===== config.mk =====
export PLATFORM = sky130hd
export DESIGN_NAME = can_frz_seq
export DESIGN_NICKNAME = d
export VERILOG_FILES = /design/src/rtl/frz_pkg.sv /design/src/rtl/frz_ctl_bits.sv /design/src/rtl/frz_mode_fsm.sv /design/src/rtl/frz_dis_track.sv /design/src/rtl/frz_err_cnt_reg.sv /design/src/rtl/can_frz_seq.sv
export SDC_FILE = /design/constraint.sdc
export NUM_CORES = 1
export LEC_CHECK = 0
export BUFFER_PORTS_ARGS = -buffer_cell sky130_fd_sc_hd__clkbuf_2
export CORE_MARGIN = 1.5
export CORE_UTILIZATION = 46
export DETAILED_ROUTE_END_ITERATION = 16
export HOLD_SLACK_MARGIN = 0.06
export PLACE_DENSITY = 0.9
export SLEW_MARGIN = 25
export SYNTH_ARGS = -nofsm -noshare
export SYNTH_HDL_FRONTEND = slang
export SYNTH_SLANG_ARGS = --single-unit

===== constraint.sdc =====
create_clock -name clk -period 2.9 [get_ports clk]
set_input_delay 0.87 -clock clk [delete_from_list [all_inputs] [get_ports clk]]
set_output_delay 0.87 -clock clk [all_outputs]
set_load 0.05 [all_outputs]

===== src/rtl/frz_pkg.sv =====
package frz_pkg;

  typedef enum logic [1:0] {
    FS_RUN    = 2'd0,
    FS_STOP   = 2'd1,
    FS_FROZEN = 2'd2
  } frz_state_e;

endpackage


===== src/rtl/frz_ctl_bits.sv =====
module frz_ctl_bits #(
  parameter logic HALT_RST = 1'b1,
  parameter logic FEN_RST  = 1'b1
) (
  input  logic clk,
  input  logic rst_n,
  input  logic wr,
  input  logic halt_d,
  input  logic fen_d,
  output logic halt_q,
  output logic fen_q,
  output logic frz_req
);

  always_ff @(posedge clk or negedge rst_n) begin
    if (!rst_n) begin
      halt_q <= HALT_RST;
      fen_q  <= FEN_RST;
    end else if (wr) begin
      halt_q <= halt_d;
      fen_q  <= fen_d;
    end
  end

  // freeze is only requested when both bits agree
  assign frz_req = halt_q & fen_q;

endmodule


===== src/rtl/frz_mode_fsm.sv =====
module frz_mode_fsm
  import frz_pkg::*;
#(
  parameter logic RST_FROZEN = 1'b1
) (
  input  logic clk,
  input  logic rst_n,
  input  logic frz_req,
  input  logic eng_idle,
  input  logic lp_mode,
  output logic presc_stop,
  output logic frz_ack
);

  localparam frz_state_e RST_STATE = RST_FROZEN ? FS_FROZEN : FS_RUN;

  frz_state_e state_q, state_d;

  always_comb begin
    state_d = state_q;
    unique case (state_q)
      FS_RUN:    if (frz_req && eng_idle && !lp_mode) state_d = FS_STOP;
      FS_STOP:   state_d = frz_req ? FS_FROZEN : FS_RUN;
      FS_FROZEN: if (!frz_req) state_d = FS_RUN;
      default:   state_d = FS_RUN;
    endcase
  end

  always_ff @(posedge clk or negedge rst_n) begin
    if (!rst_n) state_q <= RST_STATE;
    else        state_q <= state_d;
  end

  assign presc_stop = (state_q == FS_STOP) || (state_q == FS_FROZEN);
  assign frz_ack    = (state_q == FS_FROZEN);

endmodule


===== src/rtl/frz_dis_track.sv =====
module frz_dis_track (
  input  logic clk,
  input  logic rst_n,
  input  logic mdis,
  input  logic eng_idle,
  output logic dis_q
);

  // enter only once the bus activity has drained, leave as soon as released
  always_ff @(posedge clk or negedge rst_n) begin
    if (!rst_n) dis_q <= 1'b0;
    else        dis_q <= mdis & (dis_q | eng_idle);
  end

endmodule


===== src/rtl/frz_err_cnt_reg.sv =====
module frz_err_cnt_reg #(
  parameter int W = 16
) (
  input  logic         clk,
  input  logic         rst_n,
  input  logic         frozen,
  input  logic         cpu_wr,
  input  logic [W-1:0] cpu_data,
  input  logic         eng_upd,
  input  logic [W-1:0] eng_data,
  output logic [W-1:0] value
);

  logic cpu_ok;
  assign cpu_ok = cpu_wr & frozen;

  always_ff @(posedge clk or negedge rst_n) begin
    if (!rst_n)       value <= '0;
    else if (cpu_ok)  value <= cpu_data;
    else if (eng_upd) value <= eng_data;
  end

endmodule


===== src/rtl/can_frz_seq.sv =====
module can_frz_seq #(
  parameter int   ECR_W    = 16,
  parameter logic HALT_RST = 1'b1,
  parameter logic FEN_RST  = 1'b1
) (
  input  logic             clk,
  input  logic             rst_n,
  input  logic             ctl_wr,
  input  logic             ctl_halt,
  input  logic             ctl_frz_en,
  input  logic             mdis,
  input  logic             lp_mode,
  input  logic             tx_busy,
  input  logic             rx_busy,
  input  logic             ecr_wr,
  input  logic [ECR_W-1:0] ecr_wdata,
  input  logic             eng_upd,
  input  logic [ECR_W-1:0] eng_data,
  output logic             presc_stop,
  output logic             frz_ack,
  output logic             not_rdy,
  output logic             xfer_start_ok,
  output logic [ECR_W-1:0] ecr_value
);

  localparam logic RST_FROZEN = HALT_RST & FEN_RST;

  logic halt_q, fen_q, frz_req, eng_idle, dis_q;

  assign eng_idle = ~tx_busy & ~rx_busy;

  frz_ctl_bits #(.HALT_RST(HALT_RST), .FEN_RST(FEN_RST)) u_ctl (
    .clk(clk), .rst_n(rst_n), .wr(ctl_wr), .halt_d(ctl_halt),
    .fen_d(ctl_frz_en), .halt_q(halt_q), .fen_q(fen_q), .frz_req(frz_req)
  );

  frz_mode_fsm #(.RST_FROZEN(RST_FROZEN)) u_fsm (
    .clk(clk), .rst_n(rst_n), .frz_req(frz_req), .eng_idle(eng_idle),
    .lp_mode(lp_mode), .presc_stop(presc_stop), .frz_ack(frz_ack)
  );

  frz_dis_track u_dis (
    .clk(clk), .rst_n(rst_n), .mdis(mdis), .eng_idle(eng_idle), .dis_q(dis_q)
  );

  frz_err_cnt_reg #(.W(ECR_W)) u_ecr (
    .clk(clk), .rst_n(rst_n), .frozen(frz_ack), .cpu_wr(ecr_wr),
    .cpu_data(ecr_wdata), .eng_upd(eng_upd), .eng_data(eng_data),
    .value(ecr_value)
  );

  assign not_rdy       = frz_ack | dis_q;
  assign xfer_start_ok = ~presc_stop & ~halt_q & ~dis_q & ~lp_mode;

endmodule


After elaboration in Yosys (flattened, before gate mapping)
Cells that the tools add are included.

word-level totals
  flip-flop bits (word level) = 21
  logic and storage cells = 37

cells by class
  bitwise gates (word level) = 15
  mux-type cells = 6
  equality and inequality tests = 4
  reduce and logical (&&, ||, !) cells = 7

operators by type and width
  cell                number
  $mux 16             2
  $and 1x1->1         7
  $mux 2              3
  $not 1->1           6
  $pmux 2 s3          1
  $eq 2x1->1 const B  1
  $eq 2x2->1 const B  1
  $logic_and 1x1->1   2
  $logic_not 2->1     1
  $ne 2x1->1 const B  1
  $ne 2x2->1 const B  1
  $or 1x1->1          2
  $reduce_and 2->1    1
  $reduce_bool 2->1   1
  $logic_not 1->1     1
  $logic_or 1x1->1    1

Depth between registers and ports, before layout
Gate-level depths: netlist of the first run.

  word-level depth = 6
  gate-level depth with buffers = 7

Hierarchy
From an unflattened synthesis of the first run, not the netlist that was laid out.

unflattened totals
  cell total of the unflattened synthesis = 95
  area, all modules = 1,088.5 um^2

modules (own cells, without submodules)
  module           cells each  area an instance (um^2)  seq. area each (um^2)  times used
  frz_err_cnt_reg  72          798.3                    400.4                  1
  frz_mode_fsm     13          153.9                    51.3                   1
  frz_ctl_bits     5           81.3                     52.6                   1
  frz_dis_track    2           32.5                     25.0                   1
  can_frz_seq      3           22.5                     0.0                    1

Least setup slack after synthesis of the first run
No wires, ideal clock.

  path kind = reg2out
  from = register u_fsm.state_q[1]
  to = output port xfer_start_ok
  buffers on the path = 0
  stages on the path, launching flop included = 4
  required time = 2,030 ps
  arrival = 2,590 ps
  setup slack = -560 ps
  cell sequence = dfstp_2 inv_1 ha_1 nor4_1

on the way
  longest elaborated chain between the ends = 6

ends and longest elaborated chain
  item                                             line                text
  start: declaration                               frz_mode_fsm.sv:17  frz_state_e state_q, state_d;
  start signal: assignment                         frz_mode_fsm.sv:31  else state_q <= state_d;
  $eq 2x1->1 / $eq 2x2->1 (equally long branches)  frz_mode_fsm.sv:34  assign presc_stop = (state_q == FS_STOP) || (state_q == FS_FROZEN);
  $logic_or 1x1->1 *                               frz_mode_fsm.sv:34
  net presc_stop                                   can_frz_seq.sv:19   output logic presc_stop,
  $not 1->1 *                                      can_frz_seq.sv:53   assign xfer_start_ok = ~presc_stop & ~halt_q & ~dis_q & ~lp_mode;
  $and 1x1->1 * (3 in series)                      can_frz_seq.sv:53
  end: declaration                                 can_frz_seq.sv:22   output logic xfer_start_ok,

The timed path passes the listed nets; every way through them passes the cells marked *.

Worst setup path in the final report of the first run
  from = register u_fsm.state_q[1]
  to = output port xfer_start_ok

on the way
  longest elaborated chain between the ends = 6

ends and longest elaborated chain
  item                                             line
  $eq 2x1->1 / $eq 2x2->1 (equally long branches)  frz_mode_fsm.sv:34
  $logic_or 1x1->1 *                               frz_mode_fsm.sv:34
  $not 1->1 *                                      can_frz_seq.sv:53
  $and 1x1->1 * (3 in series)                      can_frz_seq.sv:53

Mark *: on every way between the ends. The rest lies on a longest branch, timed or not.

==> run_results.csv, run 1 <==
group,metric,value,unit
pwr,ir_worst_vdd,0.000552,V
grt,grt.total_usage,20.4,%
synthesis,async_flop_share,100,%
finish,insertedDiodeCount,0,
critical_path,slowest_stage,"dfstp_2",
cts,ctsHtreeMaxLevel,1,
critical_path,slowest_delay,0.57,ns
synthesis,synth_area_leader_cell,"dfrtp_1",
critical_path,cp_data_required_time,2.03,ns
critical_path,worst-path-max-fanout,4,
critical_path,cp-start-kind,"flop",
floorplan,start_util,48.5,%
synthesis,yosysWarnings,0,
finish,syn_to_final_growth,33.3,%
cts,post_cts_buffers,0,
grt,grt_max_degree,33,
floorplan,fp.dieW,51.1,µm
synthesis,synth_cell_types,26,
floorplan,die_h,51.1,µm
synthesis,synth.top_cells.by_area,"dfrtp_1, mux2i_1, o21ai_0",
grt,gr-usage-met2,35.7,%
place,gp_congestion,0.784,
route,wire_per_inst,12.6,µm
synthesis,synth_flop_cell,"dfrtp_1",
synthesis,netlist_area,1060,µm²
synthesis,ys_top_cells_by_count,"dfrtp_1, nand2_1, o21ai_0, mux2i_1",
finish,drive_above_1_share,45.7,%
synthesis,yosysSeqAreaShare,49.8,%
synthesis,synth_most_common_cell,"dfrtp_1",
grt,grt_use_met3,2.05,%
place,dp_hpwl,1870,µm
route,drc,0,
grt,grt_pass1_wl,4020,µm
route,initialDrtViolationCount,6,
sta,finClkSkew,0.00418,ns
cts,cts_resized,0,
pwr,p_leak,0.731,nW
sta,worst_pin_slew,0.902,ns
grt,grt_pass1_vias,952,
floorplan,core,2190,µm²
cts,clock_sinks,21,
grt,grt-busiest-layer,"met2",
place,place_ws,0.526,ns
sta,period_share,89.1,%
synthesis,synth_top_area_share,42.4,%
sta,max_clock_freq,0.387,GHz
finish,fillers,186,
sta,period_needed,2.59,ns
sta,finalMaxSlewViolations,0,
synthesis,synth-edff-count,0,
run,cap_violations,0,
route,dr.pass1.iters,4,
finish,nets,210,
sta,rsz0062_at_grt,"no",
cts,clock-root-buffer,"clkbuf_4",
run_status,status,"finished, final reports clean",
finish,regArea,529,µm²
critical_path,cp.buffers_inverters,2,
sta,timing.setup.tns,0,ns
route,dr_total_vias,984,
grt,antenna_found_initial,0,
route,vias_per_cell,5.18,
min_path,hp-class,"in2async",
cts,clock_path_buffers,2,
pwr,power_density,889,nW/µm²
sta,setup_ws,0.315,ns
critical_path,crit_family,"flip-flops",
grt,grt_overflow,0,
synthesis,syn_inst,102,
floorplan,dieArea,2610,µm²
pwr,total_power,0.00126,W
cts,clk_pin_slew,0.12,ns
synthesis,syn_avg_cell_area,10.4,µm²
grt,grtUsageMet1,24.9,%
cts,clock_latency,0.31,ns
cts,cts_tree,"built",
finish,multi_input_area,503,µm²
route,routed_wl,2390,µm
route,ant_nets,0,
synthesis,synth_nets,149,
critical_path,path_cells,"inv_1, ha_1, nor4_2, clkbuf_2",
sta,slew-limit-headroom,39.9,%
floorplan,placementRows,17,
cts,cts_buffers,3,
critical_path,critPathCaptureType,"output port",
cts,cts_hold_buf,0,
sta,finalSetupViolCount,0,
critical_path,crit_type,"reg2out",
place,port_buffers,62,
synthesis,ys_ff_latch,21,
sta,final-hold-violation-count,0,
floorplan,pin_count,63,
finish,final_util,64.6,%
critical_path,worst_ep_arrival_time,1.72,ns
[state kept, by name (all words and copies together) (netlist names)]
| register | count |
|---|---|
| u_ctl.fen_q | 1 |
| u_dis.dis_q | 1 |
| u_fsm.state_q | 2 |
| u_ecr.value | 16 |
| u_ctl.halt_q | 1 |
[layout by cell type (no fill, tap or decap), types with 2 or more instances in the layout]
| cell type | instances |
|---|---|
| clkbuf_4 | 3 |
| mux2i_1 | 16 |
| nand2_1 | 17 |
| ha_1 | 4 |
| o21ai_0 | 17 |
| mux2_2 | 2 |
| clkbuf_2 | 62 |
| inv_1 | 3 |
| dfrtp_1 | 18 |
| dfstp_2 | 3 |
[cell type report]
type / count / share of cell area, %
well taps: 28 / 2.47
clock inverters: 1 / 0.353
repair buffers: 62 / 21.9
flip-flops and latches: 21 / 37.4
clock buffers: 3 / 1.59
multi-input cells: 72 / 35.5
inverters: 3 / 0.795
[worst paths after layout]
kind                       slack, ns                         end                         start  depth (start not counted)
max reg2reg                     0.85  u_ecr.value[1]$_DFFE_PN0P_  u_fsm.state_q[0]$_DFFE_PN0P_                          4
max                             0.31               xfer_start_ok  u_fsm.state_q[1]$_DFFE_PN1P_                          4
max in group asynchronous       2.05    u_ctl.halt_q$_DFFE_PN1P_                         rst_n                          1
min                             0.50  u_ecr.value[5]$_DFFE_PN0P_                         rst_n                          1
min reg2reg                     0.55       u_dis.dis_q$_DFF_PN0_         u_dis.dis_q$_DFF_PN0_                          1
min in group clk                0.55       u_dis.dis_q$_DFF_PN0_         u_dis.dis_q$_DFF_PN0_                          1
[stage by stage]
stage	instance area (µm²)	cells	hold slack (ns)
after global placement	1390	186	0.519
final	1420	190	0.499
after global routing	1420	190	0.530
after CTS	1420	190	0.509
after detailed placement	1390	186	0.526
after floorplan	1070	102	0.497
[layer usage]
metal	vias to the layer above	routed length (µm)
li1	482	-
met1	463	959
met2	35	1280
met3	4	105
met4	0	42
met5	-	0
[logic make-up (layout without fill, tap and decap cells)]
| group | after synthesis | after routing | synth area share [%] |
|---|---|---|---|
| buffers and inverters | 9 | 69 | 3.42 |
| AOI/OAI and AO/OA | 24 | 24 | 13.5 |
| adders and majority gates | 4 | 4 | 4.71 |
| muxes | 18 | 18 | 17.2 |
| DFF | 21 | 21 | 49.8 |
| and+or+nand+nor | 26 | 26 | 11.3 |
[worst register-to-register path: cells and delay by family, from the launching register on]
| family | cells | cell delay [ns] |
|---|---|---|
| AOI/OAI and AO/OA | 1 | 0.27 |
| adders and majority gates | 1 | 0.29 |
| buffers and inverters | 1 | 0.13 |
| DFF | 1 | 0.45 |
| and+or+nand+nor | 1 | 0.76 |
[where the power goes]
group	internal, W	leakage, nW	switching [W]
clock network	0.0000516	0.0177	0.0000936
logic	0.000183	0.470	0.000495
registers	0.000381	0.244	0.0000537
total	0.000616	0.731	0.000643
Note: power is estimated with default switching activity, not from simulation.
==> inputs of run 2 (changes only) <==
- CTS_BUF_LIST: default -> sky130_fd_sc_hd__clkbuf_16
==> run_results.csv, run 2 (synthesis gave the netlist of run 1 again) <==
group,metric,value,unit
critical_path,critPathCaptureType,"output port",
critical_path,slowest_stage,"dfstp_2",
cts,cts_resized,0,
run,cap_violations,0,
route,wire_per_inst,12.5,µm
finish,nets,210,
critical_path,slowest_delay,0.54,ns
pwr,power.share.switching,46.3,%
critical_path,worst-path-max-fanout,4,
place,place_ws,0.526,ns
sta,finalSetupViolCount,0,
sta,finalMaxSlewViolations,0,
sta,timing.setup.tns,0,ns
route,initialDrtViolationCount,10,
finish,drive_above_1_share,45.7,%
sta,finClkSkew,0.00124,ns
grt,grt_max_degree,33,
grt,grt_pass1_vias,940,
sta,period_share,86.1,%
grt,grt_pass1_wl,3950,µm
pwr,p_leak,0.754,nW
cts,cts_buffers,3,
floorplan,start_util,48.5,%
route,dr.pass1.iters,4,
critical_path,rr_worst_depth,4,
cts,ctsHtreeMaxLevel,1,
critical_path,cp-start-kind,"flop",
place,port_buffers,62,
cts,clock_sinks,21,
place,dp_hpwl,1870,µm
pwr,internal_power,0.000751,W
route,drc,0,
finish,layout_common_cells,"clkbuf_2, dfrtp_1, nand2_1, o21ai_0, mux2i_1",
floorplan,pin_count,63,
finish,fillers,175,
critical_path,cp_data_required_time,2.03,ns
pwr,p_sw,0.000648,W
finish,final_util,67.0,%
cts,cts_tree,"built",
cts,clk_pin_slew,0.06,ns
cts,clock_path_buffers,2,
cts,cts_hold_buf,0,
sta,setup_ws,0.402,ns
sta,rsz0062_at_grt,"no",
floorplan,dieArea,2610,µm²
cts,clock_latency,0.25,ns
min_path,hp-class,"reg2reg",
finish,layout_commonest_cell,"clkbuf_2",
cts,clock-root-buffer,"clkbuf_16",
sta,final-hold-violation-count,0,
pwr,ir_worst_vdd,0.000621,V
grt,grt_overflow,0,
route,vias_per_cell,5.12,
critical_path,crit_type,"reg2out",
critical_path,worst_ep_arrival_time,1.63,ns
grt,grt.total_usage,19.5,%
route,ant_nets,0,
sta,worst_pin_slew,0.889,ns
place,gp_congestion,0.784,
floorplan,fp.dieW,51.1,µm
floorplan,die_h,51.1,µm
pwr,power_frac_comb,48.5,%
route,dr_total_vias,973,
sta,period_needed,2.50,ns
critical_path,cp.buffers_inverters,2,
floorplan,core,2190,µm²
route,routed_wl,2380,µm
pwr,clockPowerShare,20.2,%
finish,largest_register_ffs,16,
floorplan,placementRows,17,
finish,insertedDiodeCount,0,
critical_path,cp.depth,4,
sta,slew-limit-headroom,40.7,%
finish,regMostFlops,"u_ecr.value",
run_status,status,"finished, final reports clean",
grt,antenna_found_initial,0,
sta,max_clock_freq,0.400,GHz
critical_path,crit_family,"flip-flops",
pwr,power_density,952,nW/µm²
critical_path,path_cells,"inv_1, ha_1, nor4_2, clkbuf_2",
cts,post_cts_buffers,0,
min_path,hold_depth,1,
finish,reg_top3,"u_ecr.value: 16 flops, u_fsm.state_q: 2 flops",
finish,syn_to_final_growth,38.3,%
pwr,seq_power_share,31.2,%
## run 2: cell count changes in the layout (fill, tap and decap cells not counted)
cell / delta
clkbuf_16: +3
clkbuf_4: -3
## run 2: per-stage QoR
step	total power [W]	cells	hold WS [ns]	cell area, µm²
2_1_floorplan	0.000958	102	0.497	1070
3_3_place_gp	0.00110	186	0.519	1390
3_5_place_dp	0.00112	186	0.526	1390
5_1_grt	0.00148	190	0.585	1470
4_1_cts	0.00141	190	0.539	1470
6_report	0.00140	190	0.543	1470
## run 2: final timing paths
path	start	end	slack, ns
max	u_fsm.state_q[1]$_DFFE_PN1P_	xfer_start_ok	0.40
min	u_dis.dis_q$_DFF_PN0_	u_dis.dis_q$_DFF_PN0_	0.54
max reg2reg	u_fsm.state_q[0]$_DFFE_PN0P_	u_ecr.value[10]$_DFFE_PN0P_	0.89
min reg2reg	u_dis.dis_q$_DFF_PN0_	u_dis.dis_q$_DFF_PN0_	0.54
max in group asynchronous	rst_n	u_fsm.state_q[1]$_DFFE_PN1P_	1.96
min in group asynchronous	rst_n	u_ecr.value[14]$_DFFE_PN0P_	0.58
## run 2: final cells by class
cell class / instances / area [µm²] / share of cell area, %
sequential: 21 / 529 / 36.0
timing repair buffer: 62 / 310 / 21.1
multi-input combinational: 72 / 503 / 34.2
clock inverter: 1 / 5.00 / 0.341
tap: 28 / 35.0 / 2.39
inverter: 3 / 11.3 / 0.767
clock buffer: 3 / 75.1 / 5.11
## run 2: per-layer routing
layer	GRT usage [%]	routed length [µm]	vias up	part of all wire, %
met5	0	0	-	0
met4	4.05	0	0	0
met3	0.877	87	0	3.7
met2	36.4	1300	29	54
met1	24.9	995	464	42
li1	-	-	480	-
## run 2: power by group through the flow
stage / Clock (W) / Sequential, W / Combinational, W
6_report: 0.000283 / 0.000436 / 0.000679
5_1_grt: 0.000300 / 0.000447 / 0.000730
4_1_cts: 0.000288 / 0.000436 / 0.000684
3_5_place_dp: 0 / 0.000440 / 0.000681
3_3_place_gp: 0 / 0.000433 / 0.000666
2_1_floorplan: 0 / 0.000662 / 0.000296
## run 2: worst reg2reg max path, cell delays in order (launching register included)
cell and delay, ns:
dfrtp_1 0.42, inv_1 0.12, ha_1 0.29, and2_1 0.75, o21ai_0 0.25
